===== src/rtl/irqf_pkg.sv =====
package irqf_pkg;
    localparam int VEC_W  = 16;
    localparam int BYTE_W = 8;
    localparam int NRST   = 3;

    // set-mask byte fields
    localparam int SIM_SOD_BIT   = 7;
    localparam int SIM_SODEN_BIT = 6;
    localparam int SIM_CLR75_BIT = 4;
    localparam int SIM_MSE_BIT   = 3;

    typedef enum logic [2:0] {
        SRC_NONE = 3'd0,
        SRC_TRAP = 3'd1,
        SRC_R75  = 3'd2,
        SRC_R65  = 3'd3,
        SRC_R55  = 3'd4,
        SRC_INTR = 3'd5
    } irq_src_e;

    localparam logic [VEC_W-1:0] VEC_TRAP = 16'h0024;
    localparam logic [VEC_W-1:0] VEC_R75  = 16'h003C;
    localparam logic [VEC_W-1:0] VEC_R65  = 16'h0034;
    localparam logic [VEC_W-1:0] VEC_R55  = 16'h002C;

    typedef struct packed {
        logic [NRST-1:0] mask;
        logic            ie;
        logic            sod;
    } ctl_s;
endpackage


===== src/rtl/irqf_edge_latch.sv =====
module irqf_edge_latch (
    input  logic clk,
    input  logic rst_n,
    input  logic pin_i,
    input  logic clr_i,
    output logic pend_o
);
    typedef struct packed {
        logic prev;
        logic pend;
    } st_s;

    st_s st_d, st_q;

    always_comb begin
        st_d      = st_q;
        st_d.prev = pin_i;
        if (clr_i)
            st_d.pend = 1'b0;
        else if (pin_i && !st_q.prev)
            st_d.pend = 1'b1;
    end

    always_ff @(posedge clk) begin
        if (!rst_n) st_q <= '0;
        else        st_q <= st_d;
    end

    assign pend_o = st_q.pend;


    edge_capture_chk: assert property (@(posedge clk) disable iff (!rst_n)
        (pin_i && !st_q.prev && !clr_i) |=> pend_o);


    clear_wins_chk: assert property (@(posedge clk) disable iff (!rst_n)
        clr_i |=> !pend_o);
endmodule


===== src/rtl/irqf_ctl.sv =====
module irqf_ctl
    import irqf_pkg::*;
(
    input  logic            clk,
    input  logic            rst_n,
    input  logic            ei_i,
    input  logic            di_i,
    input  logic            take_i,
    input  logic            msk_we_i,
    input  logic [NRST-1:0] msk_val_i,
    input  logic            sod_we_i,
    input  logic            sod_val_i,
    output ctl_s            ctl_o
);
    ctl_s ctl_d, ctl_q;

    always_comb begin
        ctl_d = ctl_q;
        if (ei_i)
            ctl_d.ie = 1'b1;
        if (di_i || take_i)
            ctl_d.ie = 1'b0;
        if (msk_we_i)
            ctl_d.mask = msk_val_i;
        if (sod_we_i)
            ctl_d.sod = sod_val_i;
    end

    always_ff @(posedge clk) begin
        if (!rst_n) begin
            ctl_q.mask <= '1;
            ctl_q.ie   <= 1'b0;
            ctl_q.sod  <= 1'b0;
        end else begin
            ctl_q <= ctl_d;
        end
    end

    assign ctl_o = ctl_q;


    take_clears_ie_chk: assert property (@(posedge clk) disable iff (!rst_n)
        take_i |=> !ctl_o.ie);


    mask_load_chk: assert property (@(posedge clk) disable iff (!rst_n)
        msk_we_i |=> ctl_o.mask == $past(msk_val_i));


    mask_hold_chk: assert property (@(posedge clk) disable iff (!rst_n)
        !msk_we_i |=> $stable(ctl_o.mask));


    sod_hold_chk: assert property (@(posedge clk) disable iff (!rst_n)
        !sod_we_i |=> $stable(ctl_o.sod));
endmodule


===== src/rtl/irqf_arbiter.sv =====
module irqf_arbiter
    import irqf_pkg::*;
(
    input  logic             trap_i,
    input  logic [NRST-1:0]  pend_i,
    input  logic [NRST-1:0]  mask_i,
    input  logic             intr_i,
    input  logic             ie_i,
    output logic             valid_o,
    output irq_src_e         src_o,
    output logic [VEC_W-1:0] vec_o
);
    logic [NRST-1:0] live;

    always_comb begin
        live  = pend_i & ~mask_i & {NRST{ie_i}};
        src_o = SRC_NONE;
        vec_o = '0;
        if (trap_i) begin
            src_o = SRC_TRAP;
            vec_o = VEC_TRAP;
        end else if (live[2]) begin
            src_o = SRC_R75;
            vec_o = VEC_R75;
        end else if (live[1]) begin
            src_o = SRC_R65;
            vec_o = VEC_R65;
        end else if (live[0]) begin
            src_o = SRC_R55;
            vec_o = VEC_R55;
        end else if (intr_i && ie_i) begin
            src_o = SRC_INTR;
        end
        valid_o = (src_o != SRC_NONE);
    end
endmodule


===== src/rtl/irq_front.sv =====
module irq_front
    import irqf_pkg::*;
(
    input  logic              clk,
    input  logic              rst_n,
    input  logic              trap_i,
    input  logic              rst75_i,
    input  logic              rst65_i,
    input  logic              rst55_i,
    input  logic              intr_i,
    input  logic              sid_i,
    input  logic              ei_i,
    input  logic              di_i,
    input  logic              sim_i,
    input  logic [BYTE_W-1:0] sim_data_i,
    input  logic              ack_i,
    output logic [BYTE_W-1:0] rim_data_o,
    output logic              sod_o,
    output logic              req_o,
    output logic [2:0]        src_o,
    output logic [VEC_W-1:0]  vec_o,
    output logic              wake_o
);
    localparam int NLAT = 2; // index 0: TRAP, index 1: 7.5

    ctl_s            ctl;
    irq_src_e        src;
    logic            take;
    logic            trap_live;
    logic [NRST-1:0] pend;
    logic [NLAT-1:0] lat_pin, lat_clr, lat_q;

    assign take = ack_i && req_o;

    assign lat_pin = {rst75_i, trap_i};
    assign lat_clr[0] = take && (src == SRC_TRAP);
    assign lat_clr[1] = (take && (src == SRC_R75)) ||
                        (sim_i && sim_data_i[SIM_CLR75_BIT]);

    for (genvar g = 0; g < NLAT; g++) begin : g_lat
        irqf_edge_latch u_lat (
            .clk    (clk),
            .rst_n  (rst_n),
            .pin_i  (lat_pin[g]),
            .clr_i  (lat_clr[g]),
            .pend_o (lat_q[g])
        );
    end

    irqf_ctl u_ctl (
        .clk       (clk),
        .rst_n     (rst_n),
        .ei_i      (ei_i),
        .di_i      (di_i),
        .take_i    (take),
        .msk_we_i  (sim_i && sim_data_i[SIM_MSE_BIT]),
        .msk_val_i (sim_data_i[NRST-1:0]),
        .sod_we_i  (sim_i && sim_data_i[SIM_SODEN_BIT]),
        .sod_val_i (sim_data_i[SIM_SOD_BIT]),
        .ctl_o     (ctl)
    );

    assign trap_live = lat_q[0] && trap_i;
    assign pend      = {lat_q[1], rst65_i, rst55_i};

    irqf_arbiter u_arb (
        .trap_i  (trap_live),
        .pend_i  (pend),
        .mask_i  (ctl.mask),
        .intr_i  (intr_i),
        .ie_i    (ctl.ie),
        .valid_o (req_o),
        .src_o   (src),
        .vec_o   (vec_o)
    );

    assign src_o      = src;
    assign sod_o      = ctl.sod;
    assign rim_data_o = {sid_i, pend, ctl.ie, ctl.mask};
    assign wake_o     = trap_live ||
                        (ctl.ie && ((|(pend & ~ctl.mask)) || intr_i));


    trap_first_chk: assert property (@(posedge clk) disable iff (!rst_n)
        (lat_q[0] && trap_i) |-> (src_o == SRC_TRAP));


    gate_chk: assert property (@(posedge clk) disable iff (!rst_n)
        (req_o && !ctl.ie) |-> (src_o == SRC_TRAP));


    wake_match_chk: assert property (@(posedge clk) disable iff (!rst_n)
        wake_o == req_o);


    r75_take_chk: assert property (@(posedge clk) disable iff (!rst_n)
        (take && src_o == SRC_R75) |=> !rim_data_o[6]);
endmodule


===== config.mk =====
export PLATFORM = sky130hd
export DESIGN_NAME = irq_front
export DESIGN_NICKNAME = d
export VERILOG_FILES = /design/src/rtl/irqf_pkg.sv /design/src/rtl/irqf_edge_latch.sv /design/src/rtl/irqf_ctl.sv /design/src/rtl/irqf_arbiter.sv /design/src/rtl/irq_front.sv
export SDC_FILE = /design/constraint.sdc
export NUM_CORES = 1
export LEC_CHECK = 0
export ABC_CLOCK_PERIOD_IN_PS = 3140
export BUFFER_PORTS_ARGS = -buffer_cell sky130_fd_sc_hd__buf_2
export CORE_MARGIN = 5
export CORE_UTILIZATION = 40
export DETAILED_ROUTE_END_ITERATION = 8
export GPL_TIMING_DRIVEN = 0
export PLACE_DENSITY = 0.81
export SYNTH_ARGS = -nofsm -noshare
export SYNTH_HDL_FRONTEND = slang
export SYNTH_SLANG_ARGS = --single-unit

===== constraint.sdc =====
create_clock -name clk -period 3.14 [get_ports clk]
set_input_delay 0 -clock clk [delete_from_list [all_inputs] [get_ports clk]]
set_output_delay 0 -clock clk [all_outputs]
set_load 0.02 [all_outputs]

==> results of run 1 <==
==> cells in the final DEF, fill, tap and decap left out <==
cell,synthesis,layout
sky130_fd_sc_hd__a41oi_1,1,1
sky130_fd_sc_hd__and2_1,2,2
sky130_fd_sc_hd__dfxtp_1,9,9
sky130_fd_sc_hd__inv_1,1,1
sky130_fd_sc_hd__nor2_1,6,6
sky130_fd_sc_hd__clkinv_2,0,1
sky130_fd_sc_hd__buf_2,0,35
sky130_fd_sc_hd__nor2b_1,3,3
sky130_fd_sc_hd__nor2b_4,1,1
sky130_fd_sc_hd__a21o_1,2,2
sky130_fd_sc_hd__o211ai_1,1,1
sky130_fd_sc_hd__nand3_1,8,8
sky130_fd_sc_hd__a21oi_1,2,2
sky130_fd_sc_hd__o31ai_1,1,1
sky130_fd_sc_hd__o41a_1,1,1
sky130_fd_sc_hd__a21boi_1,1,1
sky130_fd_sc_hd__buf_4,19,19
sky130_fd_sc_hd__nor4_1,1,1
sky130_fd_sc_hd__dlygate4sd3_1,0,10
sky130_fd_sc_hd__conb_1,1,12
sky130_fd_sc_hd__o21ai_0,1,1
sky130_fd_sc_hd__clkbuf_4,0,3
sky130_fd_sc_hd__a2111oi_4,1,1
sky130_fd_sc_hd__o21ba_2,1,1
sky130_fd_sc_hd__nand2b_1,2,2
sky130_fd_sc_hd__nand2_1,11,11
==> power by group <==
part,switching [uW],internal (uW),leakage (uW)
sequential,6.25,121,0.0000745
combinational,59.2,52.3,0.000446
clock,40.3,46.9,0.0000177
total,106,221,0.000538
==> area by class of cell <==
class / instances / area, um2 / share of cell area (%)
clock inverters: 1 / 5.00 / 0.515
well taps: 16 / 20.0 / 2.06
multi-input cells: 58 / 323 / 33.2
clock buffers: 3 / 22.5 / 2.32
plain buffers: 19 / 143 / 14.7
inverters: 1 / 3.75 / 0.386
repair buffers: 45 / 275 / 28.3
flip-flops and latches: 9 / 180 / 18.5
==> state kept, by name (all words and copies together) (netlist names) <==
register and flops:
g_lat.u_lat.pend_o 2, u_ctl.ctl_o 5, g_lat.u_lat.st_q 2
==> metrics by stage <==
step / power [uW] / hold slack [ns]
2_1_floorplan: 199 / 0.0643
3_3_place_gp: 228 / 0.186
3_5_place_dp: 230 / 0.187
4_1_cts: 328 / 0.00698
5_1_grt: 346 / 0.0129
6_report: 326 / 0.0151
==> metal layers <==
metal  global-route usage [%]  vias to the layer above  wire length, um
li1                         -                      348                -
met1                     11.8                      284              559
met2                     26.5                       34              849
met3                     5.81                        0              183
met4                     3.59                        0                0
met5                        0                        -                0
==> critical path, delay by kind of cell, from the launching register on <==
family | cells | cell delay, ns
AND/OR/NAND/NOR | 1 | 0.15
flip-flops | 1 | 0.33
buffers and inverters | 1 | 0.59
AO/OA/AOI/OAI | 2 | 0.86
==> how the worst min path moves through the flow <==
stage                              from  cells past startpoint  slack [ns]              to
after global placement             di_i                      2        0.19  u_ctl.ctl_o[1]
after floorplan                    di_i                      1        0.06  u_ctl.ctl_o[1]
final                     sim_data_i[6]                      3        0.02  u_ctl.ctl_o[0]
after global routing      sim_data_i[6]                      3        0.01  u_ctl.ctl_o[0]
after detailed placement           di_i                      2        0.19  u_ctl.ctl_o[1]
after CTS                 sim_data_i[6]                      3       0.007  u_ctl.ctl_o[0]
==> cells by family after synthesis <==
group | count (synthesis) | synth area share [%]
buf+inv | 20 | 24.1
simple gates | 34 | 27.6
compound gates | 12 | 18.1
other cells | 1 | 0.617
flops | 9 | 29.6
==> metrics list, run 1 <==
- Outcome: finished clean
- CTS saw 9 sinks.
- Most common flop cell mapped by yosys: sky130_fd_sc_hd__dfxtp_1
- Min Tclk post-route: 1.99 ns
- Number of hold-repair buffers added at the cts stage: 10
- The worst register-to-register path ends at u_ctl.ctl_o[1].
- Final Skew: 0.00412 ns
- CTS built an H-tree with a depth of 1.
* Final net count: 157
- Share of synthesized area occupied by flip-flops and latches: slightly below 30%
- The number of global-route vias before repair came to 666.
- Die Outline Area: between 2000 and 2500 um2
* Final standard cell count with taps included and fillers excluded: 152
- Critical path's slowest cell: sky130_fd_sc_hd__dlygate4sd3_1
* Clk pin slew, worst setup/hold paths: 0.06 ns
- Area of placed instances: about 840 um2
* Signed area change from the synthesized netlist to the final layout: 59.9%
* Mean Syn Cell Area: ~8 um2
- Fraction of post-synthesis cell area in the top cell type by area: 29.6%
- RSZ-0062 raised after global routing: false
- Timing would allow up to 503 MHz.
* First-pass GRT wire length: 2.64 mm
* Largest net degree at the start of global routing: 9
- STA classifies the critical path startpoint as a flip-flop.
- The root buffer cell chosen for the clock tree is sky130_fd_sc_hd__clkbuf_4.
- Post-route antenna net violation count: 0
* Synthesized netlist cell count: 76
* Critical path's largest stage delay: just under 0.6 ns
- Maximum clock insertion buffer count: 2
- The worst setup path is of the flip-flop to flip-flop kind.
- Drt drc: 0
* Final global-route overflow total: 0
- Synthesis instantiated 22 different standard cells from the library.
- In this run the critical register-to-register path is launched from g_lat[1].u_lat.pend_o.
- Share of final-layout standard cells stronger than drive strength 1: 44.9%
* Warnings from Yosys: 0
* Buffers on Ports: 35
- Area leader, netlist: sky130_fd_sc_hd__dfxtp_1
- Routability-driven placement congestion ratio: 0.717
* Final hold violation count: 0
- Summed over all layers, the routed wires come to 1.59 mm.
* Latest clock arrival within the worst-skew pair: between 0.2 and 0.3 ns
- Critical Path Sink: u_ctl.ctl_o[1]
- Cells fill approximately 66% of the core in the end.
- Final count of negative-setup-slack endpoints: 0
- Summed over all cells, the static leakage comes to 0.000538 uW.
- Summed over all nets, the half-perimeter wirelength after detailed placement is between 1 and 1.5 mm.
- CP required: 3.34 ns
- For the final routed database, the setup TNS stands at 0 ns.
- In this run the vertical extent of the chip is between 40 and 50 um.
- sky130_fd_sc_hd__buf_4 is the most common cell in the netlist.
- STA classifies the critical path endpoint as a flip-flop.
- Counting flops with an async set or reset pin after synthesis yields a share of 0%.
- TritonCTS built the clock tree.
- The final-report max-slew violation count is 0.
- The layout has between 100 and 150 filler cells.
- 50 I/O pins were placed.
* Total of max-cap violations: 0
- Dividing the detail-routed via count by the number of cells gives 4.38.
- Post-route design area: slightly below 1000 um2
* Most frequent cells after synthesis: sky130_fd_sc_hd__buf_4, sky130_fd_sc_hd__nand2_1, sky130_fd_sc_hd__dfxtp_1
* Dominant cells by area after synthesis: sky130_fd_sc_hd__dfxtp_1, sky130_fd_sc_hd__buf_4, sky130_fd_sc_hd__nand2_1
* Post-Place Cells: 138
- Launching instance or port of the critical path: g_lat[1].u_lat.pend_o
- The first TritonRoute pass finished after 4 iterations.
- Combined area of all synthesized cells: about 610 um2
* Global router's overall resource usage: 13.4%
- Traced cell by cell, the critical path runs through nor2b_4, o41a_1, a2111oi_4, dlygate4sd3_1.
- After layout, the worst setup slack is 1.15 ns.
- Setup Fix Bufs, Post-CTS: 0
- Resize count post-CTS: 0
- IR analysis of the VDD net gives a maximum drop of 0.234 mV.
* Final worst-path cycle share: about 63%
- Power spread over the standard cell area amounts to about 340 nW/um2.
- The number of cells on the worst reg-to-reg path is 4.
- Number of enable-type register cells in the synthesized netlist: 0
* Routed length per instance: 10.5 um
* Reg2Reg Setup Slack: 1.15 ns
* Worst hold-check path type: input pin to flip-flop
- DRC violation total after the first TritonRoute iteration: 4
- Total inserted antenna cells: 0
* Total via count in the routed design: 666
- Core region area: 1470 um2
- The number of antenna violations at the first check in global routing was 0.
* Worst-case setup slack after placement: 1.75 ns
- Synthesis inferred 9 register bits.
- Largest fanout on the critical path: 7
- Horizontal die dimension: 49.0 um
- Data arrives at the worst endpoint at 2.19 ns.
- Number of placement rows: 14
- Clock buffer count from CTS: 3
- Starting density of the core: 41.3%
Power figures use the tool's default switching activity.
==> run 2: changes to the inputs <==
--- a/config.mk
+++ b/config.mk
@@ -5,13 +5,13 @@
 export SDC_FILE = /design/constraint.sdc
 export NUM_CORES = 1
 export LEC_CHECK = 0
-export ABC_CLOCK_PERIOD_IN_PS = 3140
+export ABC_CLOCK_PERIOD_IN_PS = 1800
 export BUFFER_PORTS_ARGS = -buffer_cell sky130_fd_sc_hd__buf_2
 export CORE_MARGIN = 5
-export CORE_UTILIZATION = 40
+export CORE_UTILIZATION = 33
 export DETAILED_ROUTE_END_ITERATION = 8
 export GPL_TIMING_DRIVEN = 0
-export PLACE_DENSITY = 0.81
+export PLACE_DENSITY = 0.72
 export SYNTH_ARGS = -nofsm -noshare
 export SYNTH_HDL_FRONTEND = slang
 export SYNTH_SLANG_ARGS = --single-unit
==> constraint.sdc (replaced) <==
create_clock -name clk -period 1.8 [get_ports clk]
set_input_delay 0 -clock clk [delete_from_list [all_inputs] [get_ports clk]]
set_output_delay 0 -clock clk [all_outputs]
set_load 0.02 [all_outputs]
==> run 2 against run 1 <==
Hold slack better by 0.0089 ns. Worst setup slack worse by 0.90 ns. Design area is 1.0% higher. Wire length is 1.2% lower. Via count is 0.45% lower. Largest cell class unchanged. Largest power group unchanged.
==> metrics list, run 2 (synthesized netlist as in run 1, its figures left out) <==
- Outcome: finished clean
* Post-detail-place hpwl: 1.31 mm
- Starting density of the core: between 30% and 40%
- The clock period could shrink to 1.55 ns.
* Final hold violation count: 0
* Crit start category: flip-flop
- Clock-pin slew was measured on the worst setup and hold paths at 0.06 ns.
- Post-Place Cells: 147
* Routed wire length: 1.57 mm
- Routed length per instance: 9.77 um
* Number of placement rows: 15
- Vias in the first global route: 608
- Kind of end point of the critical path: output port
- Largest register FFs: 5
- The detail route stage leaves a number of antenna-violating nets equal to 0.
- At the end of routability-driven placement, the weighted congestion stood at 0.697.
* Number of buffer and inverter instances along the worst setup path: 1
- Type of the worst setup path: flip-flop to output port
* I/O pin cnt: 50
- Global router's overall resource usage: 11.7%
- Area of placed instances: approximately 860 um2
* Die Outline Area: around 2800 um2
- Cells with a size suffix above 1 make up between 40 and 50% of the layout.
- Final standard cell count with taps included and fillers excluded: 161
- The repair_antennas step left the layout with diodes totalling 0.
- Switching part of the total: 31.6%
- Clock buffer count from CTS: 3
- Pins Over Slew Limit: 0
- First-pass GRT wire length: about 2.4 mm
- CTS built an H-tree with a depth of 1.
* Final net count: 157
- Sinks on the clock net: 9
- For this block, the initial DRC count from the detailed router was 4.
- Resize count post-CTS: 0
- Total of max-cap violations: 0
* Data arrival time of the critical path: roughly 1.6 ns
* Int Pwr: 388 uW
- Critical path's largest stage delay: 0.48 ns
- Port buffering added 35 buffers.
- Leakage power total: 0.000535 uW
* TritonCTS clock tree: yes
- Via/cell ratio: 4.12
- For this run, the top clock speed supported by timing is 645 MHz.
- The area growth from synthesis to layout is 61.5%.
- Combinational logic is responsible for 34.1% of the overall power.
* Hold-critical path depth: 3
- In this run the power density over the cells is 577 nW/um2.
* Maximum clock insertion buffer count: 2
* Final worst-path cycle share: 86.1%
- The top cell types in the final layout, fill and taps aside, are sky130_fd_sc_hd__buf_2, sky130_fd_sc_hd__buf_4, sky130_fd_sc_hd__conb_1.
* RSZ-0062 raised after global routing: false
- Across the VDD grid, the largest voltage drop is roughly 0.4 mV.
- Worst reg2reg path depth: 3
- CP required: roughly 1.8 ns
* Post-route design area: 982 um2
* Largest fanout on the critical path: 7
* Drt drc: 0
- Critical path's slowest cell: sky130_fd_sc_hd__o41a_1
- The floorplan step set the die height to 52.9 um.
- Final count of negative-setup-slack endpoints: 0
- The critical path goes through nor2b_4, o41a_1, a21o_1, buf_2.
- Registers are responsible for between 30 and 40% of the overall power.
- Measured on the finished design, the core utilization comes to 56.3%.
* Worst hold-check path type: input pin to flip-flop
* Total via count in the routed design: 663
- Clock latency on the worst-skew pair, taken at its later pin, is 0.26 ns.
- The analysis attributes to net switching a power of between 150 and 200 uW.
* Final Skew: ~0.0043 ns
- Number of antenna violations at the first check in global routing: 0
- Leaving out fill and tap cells, the most frequent cell in the layout is sky130_fd_sc_hd__buf_2.
- Horizontal die dimension: ~53 um
* Worst-case setup margin in the final layout: 0.251 ns
- Root Buffer: sky130_fd_sc_hd__clkbuf_4
- Entering global routing, the biggest net connects 9 pins.
* Setup Total Neg Slack: 0 ns
- Filler cells: between 150 and 200
* Pre-Repair DR Iteration Count: 4
- Core region area: 1750 um2
- Worst path top cell family by delay: compound AO/OA/AOI/OAI gates
- Worst-case setup slack after placement: 0.391 ns
- The clock network accounts for 26.6% of the total power.
* Number of gates on the worst path with buffers counted: 4
* Final global-route overflow total: 0
## run 2: routing by layer
layer / routed length, um / share of wire [%] / global-route usage (%) / vias up
met5: 0 / 0 / 0 / -
met4: 0 / 0 / 5.53 / 0
met3: 220 / 14 / 5.07 / 0
met2: 758 / 48 / 20.2 / 37
met1: 594 / 38 / 12.0 / 276
li1: - / - / - / 350
## run 2: layout make-up
cell class	instances	area, um2	area share, %
Multi-Input combinational cell	58	323	32.9
Timing Repair Buffer	45	275	28.0
Sequential cell	9	180	18.3
Buffer	19	143	14.5
Tap cell	25	31.3	3.18
Clock buffer	4	26.3	2.68
Inverter	1	3.75	0.382
## run 2: timing repair
item,CTS,global route
hold buffers,9,1
buffers inserted,0,0
endpoints found under the hold margin,6,1
## run 2: path summary, 6_finish.rpt
kind                         startpoint             end  slack (ns)
hold reg to reg          u_ctl.ctl_o[0]  u_ctl.ctl_o[0]        0.45
setup / recovery  g_lat[1].u_lat.pend_o          wake_o        0.25
setup reg to reg  g_lat[1].u_lat.pend_o  u_ctl.ctl_o[1]        0.40
hold / removal            sim_data_i[6]  u_ctl.ctl_o[0]        0.02
## run 2: power by group through the flow
stage | clock [uW] | sequential, uW | combinational (uW)
6_report | 151 | 222 | 194
5_1_grt | 174 | 225 | 211
4_1_cts | 158 | 222 | 192
3_5_place_dp | 0 | 227 | 176
3_3_place_gp | 0 | 226 | 172
2_1_floorplan | 0 | 232 | 115
## run 2: through the flow
step / hold slack, ns / power [uW]
floorplan: 0.0643 / 347
global placement: 0.187 / 399
detailed placement: 0.196 / 403
CTS: 0.00490 / 572
global route: 0.0277 / 610
finish: 0.0239 / 567
## run 2: worst register-to-register path: stages, from the launching register on
cell                        delay [ns]
sky130_fd_sc_hd__dfxtp_1          0.33
sky130_fd_sc_hd__nor2b_4          0.15
sky130_fd_sc_hd__o41a_1           0.48
sky130_fd_sc_hd__a2111oi_4        0.35
==> run 3: changes to the inputs <==
--- a/config.mk
+++ b/config.mk
@@ -11,7 +11,7 @@
 export CORE_UTILIZATION = 33
 export DETAILED_ROUTE_END_ITERATION = 8
 export GPL_TIMING_DRIVEN = 0
-export PLACE_DENSITY = 0.72
+export PLACE_DENSITY = 0.73
 export SYNTH_ARGS = -nofsm -noshare
 export SYNTH_HDL_FRONTEND = slang
 export SYNTH_SLANG_ARGS = --single-unit
==> run 3 against run 2 <==
Clock skew decreased by 0.00052 ns. Global-route usage increased by 0.34 points. Sequential power about the same. Die area unchanged. Combinational power about the same. Largest cell class unchanged. Largest power group unchanged. Highest routed layer is now met4.
==> metrics list, run 3 (synthesized netlist as in run 1, its figures left out) <==
* Largest register FFs: 5
* Via/cell ratio: ~4.1
- Critical R2R Capture: u_ctl.ctl_o[1]
- Data arrives at the worst endpoint at 1.55 ns.
* Largest net degree at the start of global routing: 9
* Highest ir drop seen on vdd: 0.390 mV
- Signed area change from the synthesized netlist to the final layout: 61.5%
* Post-layout power: 570 uW
* Routability-driven placement congestion ratio: roughly 0.73
- Power per unit of standard cell area: just under 600 nW/um2
* Area of placed instances: approximately 860 um2
* Pins Over Slew Limit: 0
- After routing the design area is between 900 and 1000 um2.
- The flow ran to the end, and the final reports show no timing, DRC or antenna violations.
- The first global-routing pass estimated 2.44 mm of wire.
* Setup Fix Bufs, Post-CTS: 0
- In this run the worst path has a maximum fanout of 7.
- Buffers on Ports: 35
* Number of antenna violations at the first check in global routing: 0
- Kind of end point of the critical path: output port
- Setup repair after global routing left no endpoint under its margin.
* Worst-case setup slack after placement: ~0.40 ns
- Floorplan die height: 52.9 um
- Cell Chain, Critical Path: nor2b_4, o41a_1, a21o_1, buf_2
* Critical Path Sink: wake_o
- Routed wire length: 1.61 mm
- Root Buffer: sky130_fd_sc_hd__clkbuf_4
- I/O pin cnt: 50
- Filler cells: 170
- Worst hold-check path type: input pin to flip-flop
- Footprint of the multi-input gates: about 320 um2
- Vias in the first global route: 580
- The worst register-to-register path has a setup slack of 0.37 ns.
- Leaving out fill and tap cells, the most frequent cells in the layout are sky130_fd_sc_hd__buf_2, sky130_fd_sc_hd__buf_4, sky130_fd_sc_hd__conb_1.
* Type of the worst setup path: flip-flop to output port
- Maximum clock insertion buffer count: 2
- Buffers inserted during clock tree synthesis total 3.
* Die Outline Area: 2800 um2
- In the final layout, the share of cells above drive strength 1 is around 44%.
- Upper clock frequency limit: 644 MHz
- Final count of negative-setup-slack endpoints: 0
- After legalization and detailed placement, the total HPWL measured approximately 1.2 mm.
* Post-route antenna net violation count: 0
- The total area inside the core boundary comes to about 1700 um2.
* Resize count post-CTS: 0
- Total via count in the routed design: between 600 and 700
- The clock arrives with between 0.003 and 0.004 ns of skew.
* Worst reg2reg path depth: 3
- TritonCTS built the clock tree.
- After clock tree synthesis, the clock-pin slew on the worst setup and hold paths is 0.06 ns.
- Summing all flip-flop and latch instances after layout gives 180 um2.
- CTS built an H-tree with a depth of 1.
- Global router's overall resource usage: 12.1%
* Total inserted antenna cells: 0
* Launching point of the worst reg2reg path: g_lat[1].u_lat.pend_o
* Setup Total Neg Slack: 0 ns
* Starting density of the core: 34.8%
- Launching instance or port of the critical path: g_lat[1].u_lat.pend_o
* Worst-case setup margin in the final layout: between 0.2 and 0.25 ns
- The count of endpoints failing hold in the final timing report came to 0.
- Pre-Repair DR Iteration Count: 4
- Horizontal die dimension: 52.9 um
* Final global-route overflow total: 0
* Min Tclk post-route: 1.55 ns
- Latest clock arrival within the worst-skew pair: 0.25 ns
- The final layout contains 157 nets.
* Most common cell after layout, fill and taps aside: sky130_fd_sc_hd__buf_2
- After floorplanning, the core was divided into 15 placement rows.
* CP required: roughly 1.8 ns
- The final critical path takes up 86.3% of the cycle.
- The tool flagged a number of max-cap violations equal to 0.
- On the worst path, the slowest cell contributes a delay of 0.48 ns.
- On the critical path, the stage with the largest delay is an instance of sky130_fd_sc_hd__o41a_1.
* Crit start category: flip-flop
- For this design, the sink count on the clock tree is 9.
- Leakage power total: 0.000533 uW
* Routed length per instance: between 10 and 15 um
- Drt drc: 0
- For this block, the initial DRC count from the detailed router was 7.
run 3: area by class of cell:
class / count / area share, %
tap: 25 / 3.18
buffer: 19 / 14.5
inverter: 1 / 0.382
multi-input combinational: 58 / 32.9
sequential: 9 / 18.3
clock buffer: 4 / 2.68
timing repair buffer: 45 / 28.0
run 3: worst min-delay path by stage:
stage | endpoint | startpoint | cells past startpoint
2_1_floorplan | u_ctl.ctl_o[1] | di_i | 1
3_3_place_gp | u_ctl.ctl_o[1] | di_i | 2
3_5_place_dp | u_ctl.ctl_o[1] | di_i | 2
4_1_cts | u_ctl.ctl_o[0] | sim_data_i[6] | 3
5_1_grt | u_ctl.ctl_o[0] | sim_data_i[6] | 3
6_report | u_ctl.ctl_o[0] | sim_data_i[6] | 3
run 3: routing by layer:
| metal | global-route usage [%] | up-vias | wire length, um |
|---|---|---|---|
| li1 | - | 350 | - |
| met3 | 4.23 | 2 | 198 |
| met5 | 0 | - | 0 |
| met1 | 12.6 | 283 | 620 |
| met2 | 20.9 | 30 | 783 |
| met4 | 6.38 | 0 | 9 |
run 3: through the flow:
step	instances	util (%)	hold slack, ns
4_1_cts	161	56.3	0.00699
5_1_grt	161	56.3	0.0259
3_3_place_gp	147	49.0	0.187
6_report	161	56.3	0.0157
2_1_floorplan	87	-	0.0643
3_5_place_dp	147	49.0	0.192
run 3: power by group:
| part | internal (uW) | switching [uW] | leakage (uW) |
|---|---|---|---|
| Combinational | 91.3 | 103 | 0.000444 |
| Clock | 85.3 | 68.2 | 0.0000150 |
| Sequential | 212 | 10.4 | 0.0000745 |
run 3: repair_timing:
item | 4_1_cts | 5_1_grt
hold endpoints to repair | 6 | 0
endpoints found under the setup margin | 0 | 0
hold buffers | 10 | 0
run 3: critical path, delay by kind of cell, from the launching register on:
family / cells / cell delay (ns)
DFF: 1 / 0.33
buffers and inverters: 1 / 0.15
and+or+nand+nor: 1 / 0.15
AOI/OAI and AO/OA: 2 / 0.66
